[config.mk]
export PLATFORM = sky130hd
export DESIGN_NAME = serial_cfg_loader
export DESIGN_NICKNAME = d
export VERILOG_FILES = /design/src/rtl/slPkg.sv /design/src/rtl/slCtrl.sv /design/src/rtl/slData.sv /design/src/rtl/serial_cfg_loader.sv
export SDC_FILE = /design/constraint.sdc
export NUM_CORES = 1
export LEC_CHECK = 0
export BUFFER_PORTS_ARGS = -buffer_cell sky130_fd_sc_hd__buf_2
export CORE_MARGIN = 4
export CORE_UTILIZATION = 25
export CTS_CLUSTER_DIAMETER = 100
export DETAILED_ROUTE_END_ITERATION = 7
export SLEW_MARGIN = 5
export SYNTH_ARGS = -nofsm -noshare
export SYNTH_HDL_FRONTEND = slang
export SYNTH_SLANG_ARGS = --single-unit
[constraint.sdc]
create_clock -name clk -period 17.3 [get_ports clk]
set_input_delay 1.73 -clock clk [delete_from_list [all_inputs] [get_ports clk]]
set_output_delay 1.73 -clock clk [all_outputs]
set_load 0.02 [all_outputs]
[src/rtl/slPkg.sv]
package slPkg;
  typedef struct packed {
    logic takeBit;
    logic clrCnt;
    logic loadCmd;
    logic loadCfg;
    logic writeRam;
  } strobeT;
endpackage

[src/rtl/slCtrl.sv]
module slCtrl
  import slPkg::*;
#(
  parameter int CMD_W     = 8,
  parameter int CFG_LEN   = 32,
  parameter int FRAME_LEN = 128,
  parameter int ADDR_W    = 5,
  parameter int CNT_W     = 8
) (
  input  logic              clk,
  input  logic              genRst,
  input  logic              cntRst,
  input  logic              frameEnd,
  input  logic [ADDR_W-1:0] addrField,
  input  logic [1:0]        initPair,
  output strobeT            strb,
  output logic [CNT_W-1:0]  bitCnt,
  output logic              initDone
);
  logic [CNT_W-1:0] cnt;
  logic addrAllOnes, evalNow, lenCmd, lenCfg, lenFrame;

  assign addrAllOnes = &addrField;
  assign evalNow     = frameEnd && !cntRst;
  assign lenCmd      = (cnt == CNT_W'(CMD_W));
  assign lenCfg      = (cnt == CNT_W'(CFG_LEN));
  assign lenFrame    = (cnt == CNT_W'(FRAME_LEN));
  assign bitCnt      = cnt;

  always_comb begin
    strb.takeBit  = !cntRst && !frameEnd;
    strb.clrCnt   = cntRst || frameEnd;
    // all-ones address wins over every other reading of the command byte
    strb.loadCmd  = evalNow && addrAllOnes && (lenCmd || lenCfg || lenFrame);
    strb.loadCfg  = evalNow && !addrAllOnes && lenCfg && (&initPair);
    strb.writeRam = evalNow && !addrAllOnes && lenFrame && initDone;
  end

  always_ff @(posedge clk or posedge genRst) begin
    if (genRst) begin
      cnt      <= '0;
      initDone <= 1'b0;
    end else begin
      if (strb.clrCnt)                     cnt <= '0;
      else if (strb.takeBit && cnt != '1)  cnt <= cnt + 1'b1;
      if (strb.loadCfg)                    initDone <= 1'b1;
    end
  end


  cnt_zero_chk: assert property (@(posedge clk) disable iff (genRst)
    strb.clrCnt |=> (cnt == '0));
endmodule

[src/rtl/slData.sv]
module slData
  import slPkg::*;
#(
  parameter int          CMD_W     = 8,
  parameter int          CFG_W     = 24,
  parameter int          PAY_W     = 120,
  parameter int          ADDR_W    = 5,
  parameter int          CNT_W     = 8,
  parameter int          ORDER_IDX = 8,
  parameter int          RSV_LO    = 18,
  parameter int          RSV_HI    = 22,
  parameter logic [23:0] CFG_INIT  = 24'h020340
) (
  input  logic              clk,
  input  logic              genRst,
  input  logic              sdi,
  input  strobeT            strb,
  input  logic [CNT_W-1:0]  bitCnt,
  output logic [ADDR_W-1:0] addrField,
  output logic [1:0]        initPair,
  output logic              sdo,
  output logic              blankOut,
  output logic              setOut,
  output logic              sleepOut,
  output logic [CFG_W-1:0]  cfgOut,
  output logic              rsvdErr,
  output logic              ramWe,
  output logic [ADDR_W-1:0] ramAddr,
  output logic [PAY_W-1:0]  ramData
);
  localparam int CMD_IDX_W = $clog2(CMD_W);
  localparam int PAY_IDX_W = $clog2(PAY_W);

  logic [CMD_W-1:0] cmdSh;
  logic [PAY_W-1:0] pay, revPay;
  logic [CFG_W-1:0] cfgReg;
  logic inCmd, inPay;

  assign inCmd     = bitCnt < CNT_W'(CMD_W);
  assign inPay     = bitCnt < CNT_W'(CMD_W + PAY_W);
  assign addrField = cmdSh[CMD_W-1 -: ADDR_W];
  assign initPair  = cmdSh[1:0];
  assign cfgOut    = cfgReg;

  for (genvar j = 0; j < PAY_W; j++) begin : gRev
    assign revPay[j] = pay[PAY_W-1-j];
  end

  always_ff @(posedge clk or posedge genRst) begin
    if (genRst) begin
      cmdSh    <= '0;
      pay      <= '0;
      sdo      <= 1'b0;
      blankOut <= 1'b0;
      setOut   <= 1'b0;
      sleepOut <= 1'b0;
      cfgReg   <= CFG_INIT;
      rsvdErr  <= 1'b0;
      ramWe    <= 1'b0;
      ramAddr  <= '0;
      ramData  <= '0;
    end else begin
      sdo   <= sdi;
      ramWe <= strb.writeRam;
      if (strb.takeBit) begin
        if (inCmd)      cmdSh[bitCnt[CMD_IDX_W-1:0]] <= sdi;
        else if (inPay) pay[PAY_IDX_W'(bitCnt - CNT_W'(CMD_W))] <= sdi;
      end
      if (strb.loadCmd) begin
        blankOut <= cmdSh[0];
        setOut   <= cmdSh[1];
        sleepOut <= cmdSh[2];
      end
      if (strb.loadCfg) begin
        cfgReg   <= pay[CFG_W-1:0];
        sleepOut <= cmdSh[2];
        rsvdErr  <= |pay[RSV_HI:RSV_LO];
      end
      if (strb.writeRam) begin
        ramAddr <= addrField;
        ramData <= cfgReg[ORDER_IDX] ? pay : revPay;
      end
    end
  end


  sdo_echo_chk: assert property (@(posedge clk) disable iff (genRst)
    1'b1 |=> (sdo == $past(sdi)));

  cfg_hold_chk: assert property (@(posedge clk) disable iff (genRst)
    !strb.loadCfg |=> $stable(cfgReg));

  rsvd_flag_chk: assert property (@(posedge clk) disable iff (genRst)
    $rose(rsvdErr) |-> $past(strb.loadCfg));
endmodule

[src/rtl/serial_cfg_loader.sv]
module serial_cfg_loader
  import slPkg::*;
#(
  parameter int          CMD_W      = 8,
  parameter int          CFG_LEN    = 32,
  parameter int          FRAME_LEN  = 128,
  parameter int          ADDR_W     = 5,
  parameter int          ORDER_POS  = 16,
  parameter int          RSV_LO_POS = 26,
  parameter int          RSV_HI_POS = 30,
  parameter logic [23:0] CFG_INIT   = 24'h020340
) (
  input  logic                       clk,
  input  logic                       genRst,
  input  logic                       cntRst,
  input  logic                       sdi,
  input  logic                       frameEnd,
  output logic                       sdo,
  output logic                       blankOut,
  output logic                       setOut,
  output logic                       sleepOut,
  output logic [CFG_LEN-CMD_W-1:0]   cfgOut,
  output logic                       rsvdErr,
  output logic                       ramWe,
  output logic [ADDR_W-1:0]          ramAddr,
  output logic [FRAME_LEN-CMD_W-1:0] ramData
);
  localparam int CFG_W = CFG_LEN - CMD_W;
  localparam int PAY_W = FRAME_LEN - CMD_W;
  localparam int CNT_W = $clog2(FRAME_LEN) + 1;

  strobeT            strb;
  logic [CNT_W-1:0]  bitCnt;
  logic [ADDR_W-1:0] addrField;
  logic [1:0]        initPair;
  logic              initDone;

  slCtrl #(
    .CMD_W(CMD_W), .CFG_LEN(CFG_LEN), .FRAME_LEN(FRAME_LEN),
    .ADDR_W(ADDR_W), .CNT_W(CNT_W)
  ) uCtrl (
    .clk(clk), .genRst(genRst), .cntRst(cntRst), .frameEnd(frameEnd),
    .addrField(addrField), .initPair(initPair),
    .strb(strb), .bitCnt(bitCnt), .initDone(initDone)
  );

  slData #(
    .CMD_W(CMD_W), .CFG_W(CFG_W), .PAY_W(PAY_W), .ADDR_W(ADDR_W),
    .CNT_W(CNT_W), .ORDER_IDX(ORDER_POS - CMD_W),
    .RSV_LO(RSV_LO_POS - CMD_W), .RSV_HI(RSV_HI_POS - CMD_W),
    .CFG_INIT(CFG_INIT)
  ) uData (
    .clk(clk), .genRst(genRst), .sdi(sdi), .strb(strb), .bitCnt(bitCnt),
    .addrField(addrField), .initPair(initPair), .sdo(sdo),
    .blankOut(blankOut), .setOut(setOut), .sleepOut(sleepOut),
    .cfgOut(cfgOut), .rsvdErr(rsvdErr), .ramWe(ramWe),
    .ramAddr(ramAddr), .ramData(ramData)
  );


  write_pulse_chk: assert property (@(posedge clk) disable iff (genRst)
    ramWe |=> !ramWe);

  write_after_init_chk: assert property (@(posedge clk) disable iff (genRst)
    ramWe |-> initDone);
endmodule

==> run summary <==
CTS tree: built
Setup Fix Bufs, Post-CTS: 0
Die Y: 239 um
initial antenna violation count: 0
Unique masters post-synth: 41
clock sinks: 292
final setup violation count: 0
Fin Setup TNS: 0 ps
min-delay worst type: reg2reg
Vias/cell: 4.44
hold violation count in the final report: 0
Lkg Pwr: 8.12 nW
area leader, netlist: dfrtp_1
clk buf depth: 3
Final Critical Period: 3800 ps
crit path launch type: input pin
pin count of the biggest net entering global routing: 107
MaxCap Viol Count: 0
Placement Rows: 84
DRT Wirelength: 35600 um
Async SR Flop Fraction: 100%
Max-slew headroom: 33.7%
Post-DP Area: 0.0149 mm2
GPL Wtd Cong: 0.788
Crit. End Element: register
routed vias: 8283
Pins Over Slew Limit: 0
Antenna Violating Nets Remaining: 0
CTS resizes: 0
HPWL after detailed placement: 23600 um
Most used DFF post-synth: dfrtp_1
Worst EP required: 17710 ps
post-synthesis sequential area ratio: 54.9%
Core Area: 0.0527 mm2
ratio of cells with drive above 1 in the final layout: 53.2%
YS warnings: 0
number of buffers created by CTS: 37
die width: 239 um
PwrDens: 91.6 mW/mm2
Synth top cells by count: mux2_2 (388), dfrtp_1 (288), nand2_1 (107)
total grt overflow: 0
H-tree depth: 2
status: finished clean
hold buffer count at cts: 0
Synth Net Count: 1017
P&R area growth vs syn: 20.4%
die area: 0.0570 mm2
cell with the most instances after synthesis: mux2_2
global-route wire length before repair: 54600 um
All-Layer GR Usage: 12.4%
vias in the first global route: 8905
Worst Path Class, Setup: in2reg
worst-margin pin slew: 986 ps
fill count: 5313
synthesized flop and latch total: 292
Clock Latency Late Sink: 550 ps
Cells after Synth: 1010
1st-iter DRT viols: 412
Clock Pin Slew Worst Setup and Hold Paths: 50 ps
Starting Density: 25.3%
Post-synth EDFFs: 0
I/O pin count: 160
IO buf count: 159
top post-synthesis cells by area: dfrtp_1 (54%), mux2_2 (33%), nand2_1 (3.0%), nor2_1 (1.5%), clkbuf_1 (1.2%)
crit share post-route: 22.0%
CTS root buf: clkbuf_16
Finished Cell Area: 0.0160 mm2
crit path DAT: 4210 ps
Avg WL per Cell: 19.1 um
synthesized cell area: 0.0133 mm2
DR pass1 iterations: 4
VDD IR-drop max: 65.3 uV
DRC violations left: 0
share of the synthesized area in the top cell type: 54.1%
RSZ-0062 raised after global routing: no
crit-path max FO: 67
Mean Syn Cell Area: 13.2 um2
fmax: 263 MHz
nets: 1163
skew final: 26.4 ps
[placed cells by master, fill, tap and decap left out, drive strengths merged, types with 2 or more instances in the layout]
master,count
mux2,401
dfrtp,288
buf,176
nand2,107
nor2,53
clkbuf,52
nand3,13
nor3,12
nand2b,8
inv,7
nor4,4
nor2b,4
dfstp,4
and4,3
and3,3
or3,3
nand4,3
o21ai,3
xnor2,3
a21oi,2
nor4b,2
and2,2
or4,2
and3b,2
ha,2
bufinv,2
clkinv,2
[layer usage]
layer / global-route usage, % / share of wire, %
met2: 20.2 / 47
met1: 16.9 / 46
met5: 0 / 0
met4: 3.71 / 2.0
met3: 2.32 / 4.5
[critical path: stages]
cell      delay, ps
buf_2           130
nand2b_1        140
a21oi_1         320
nand3_4         730
buf_4           660
mux2_2          400
[final timing paths]
check	cells past startpoint	from	slack, ps	endpoint
max	6	cntRst	13500	uData.ramData[95]
min	1	uData.ramData[12]	490	uData.ramData[12]
max reg2reg	5	uCtrl.bitCnt[6]	13650	uData.ramData[95]
min reg2reg	1	uData.ramData[12]	490	uData.ramData[12]
max in group asynchronous	4	genRst	13730	uData.pay[80]
min in group asynchronous	2	genRst	1340	uData.ramData[38]
[state kept, by name (all words and copies together) (netlist names)]
| signal | flops |
|---|---|
| uCtrl.bitCnt | 8 |
| uCtrl.initDone | 1 |
| uData.blankOut | 1 |
| uData.cfgOut | 24 |
| uData.cmdSh | 8 |
| uData.pay | 120 |
| uData.ramAddr | 5 |
| uData.ramData | 120 |
| uData.ramWe | 1 |
| uData.rsvdErr | 1 |
| uData.sdo | 1 |
| uData.setOut | 1 |
| uData.sleepOut | 1 |
[metrics by stage]
step / std cells / power (W) / util, % / hold WS (ps) / worst slack (ps)
floorplan: 1010 / 0.000722 / - / 448 / 7510
global placement: 1805 / 0.000733 / 28.2 / 483 / 12980
detailed placement: 1805 / 0.000734 / 28.2 / 481 / 12910
CTS: 1864 / 0.00150 / 30.5 / 493 / 13490
global route: 1864 / 0.00153 / 30.5 / 503 / 13260
finish: 1865 / 0.00147 / 30.5 / 492 / 13500
[cell type report]
| type | instances | area (um2) | area share [%] |
|---|---|---|---|
| flip-flops and latches | 292 | 7320 | 45.6 |
| multi-input cells | 644 | 5740 | 35.8 |
| clock buffers | 52 | 1070 | 6.70 |
| repair buffers | 176 | 926 | 5.77 |
| well taps | 688 | 861 | 5.36 |
| clock inverters | 7 | 95.1 | 0.593 |
| inverters | 5 | 26.3 | 0.164 |
| diodes | 1 | 2.50 | 0.0156 |
[cell families (layout without fill, tap and decap cells)]
family	Yosys count	in the layout	share of synthesized area [%]
DFF	292	292	54.9
muxes	402	402	34.0
AOI/OAI and AO/OA	11	11	0.573
and+or+nand+nor	225	225	7.80
adders and majority gates	2	2	0.188
other	0	1	0
xor gates and xnor gates	4	4	0.263
buffers and inverters	74	240	2.33
[where the power goes]
part | leakage, nW | internal [W] | total (W) | switching [W]
registers | 4.05 | 0.000687 | 0.000692 | 0.00000448
logic | 3.50 | 0.00000624 | 0.0000285 | 0.0000222
clock network | 0.571 | 0.000460 | 0.000750 | 0.000290
total | 8.12 | 0.00115 | 0.00147 | 0.000317
(Power assumes the default switching activity.)
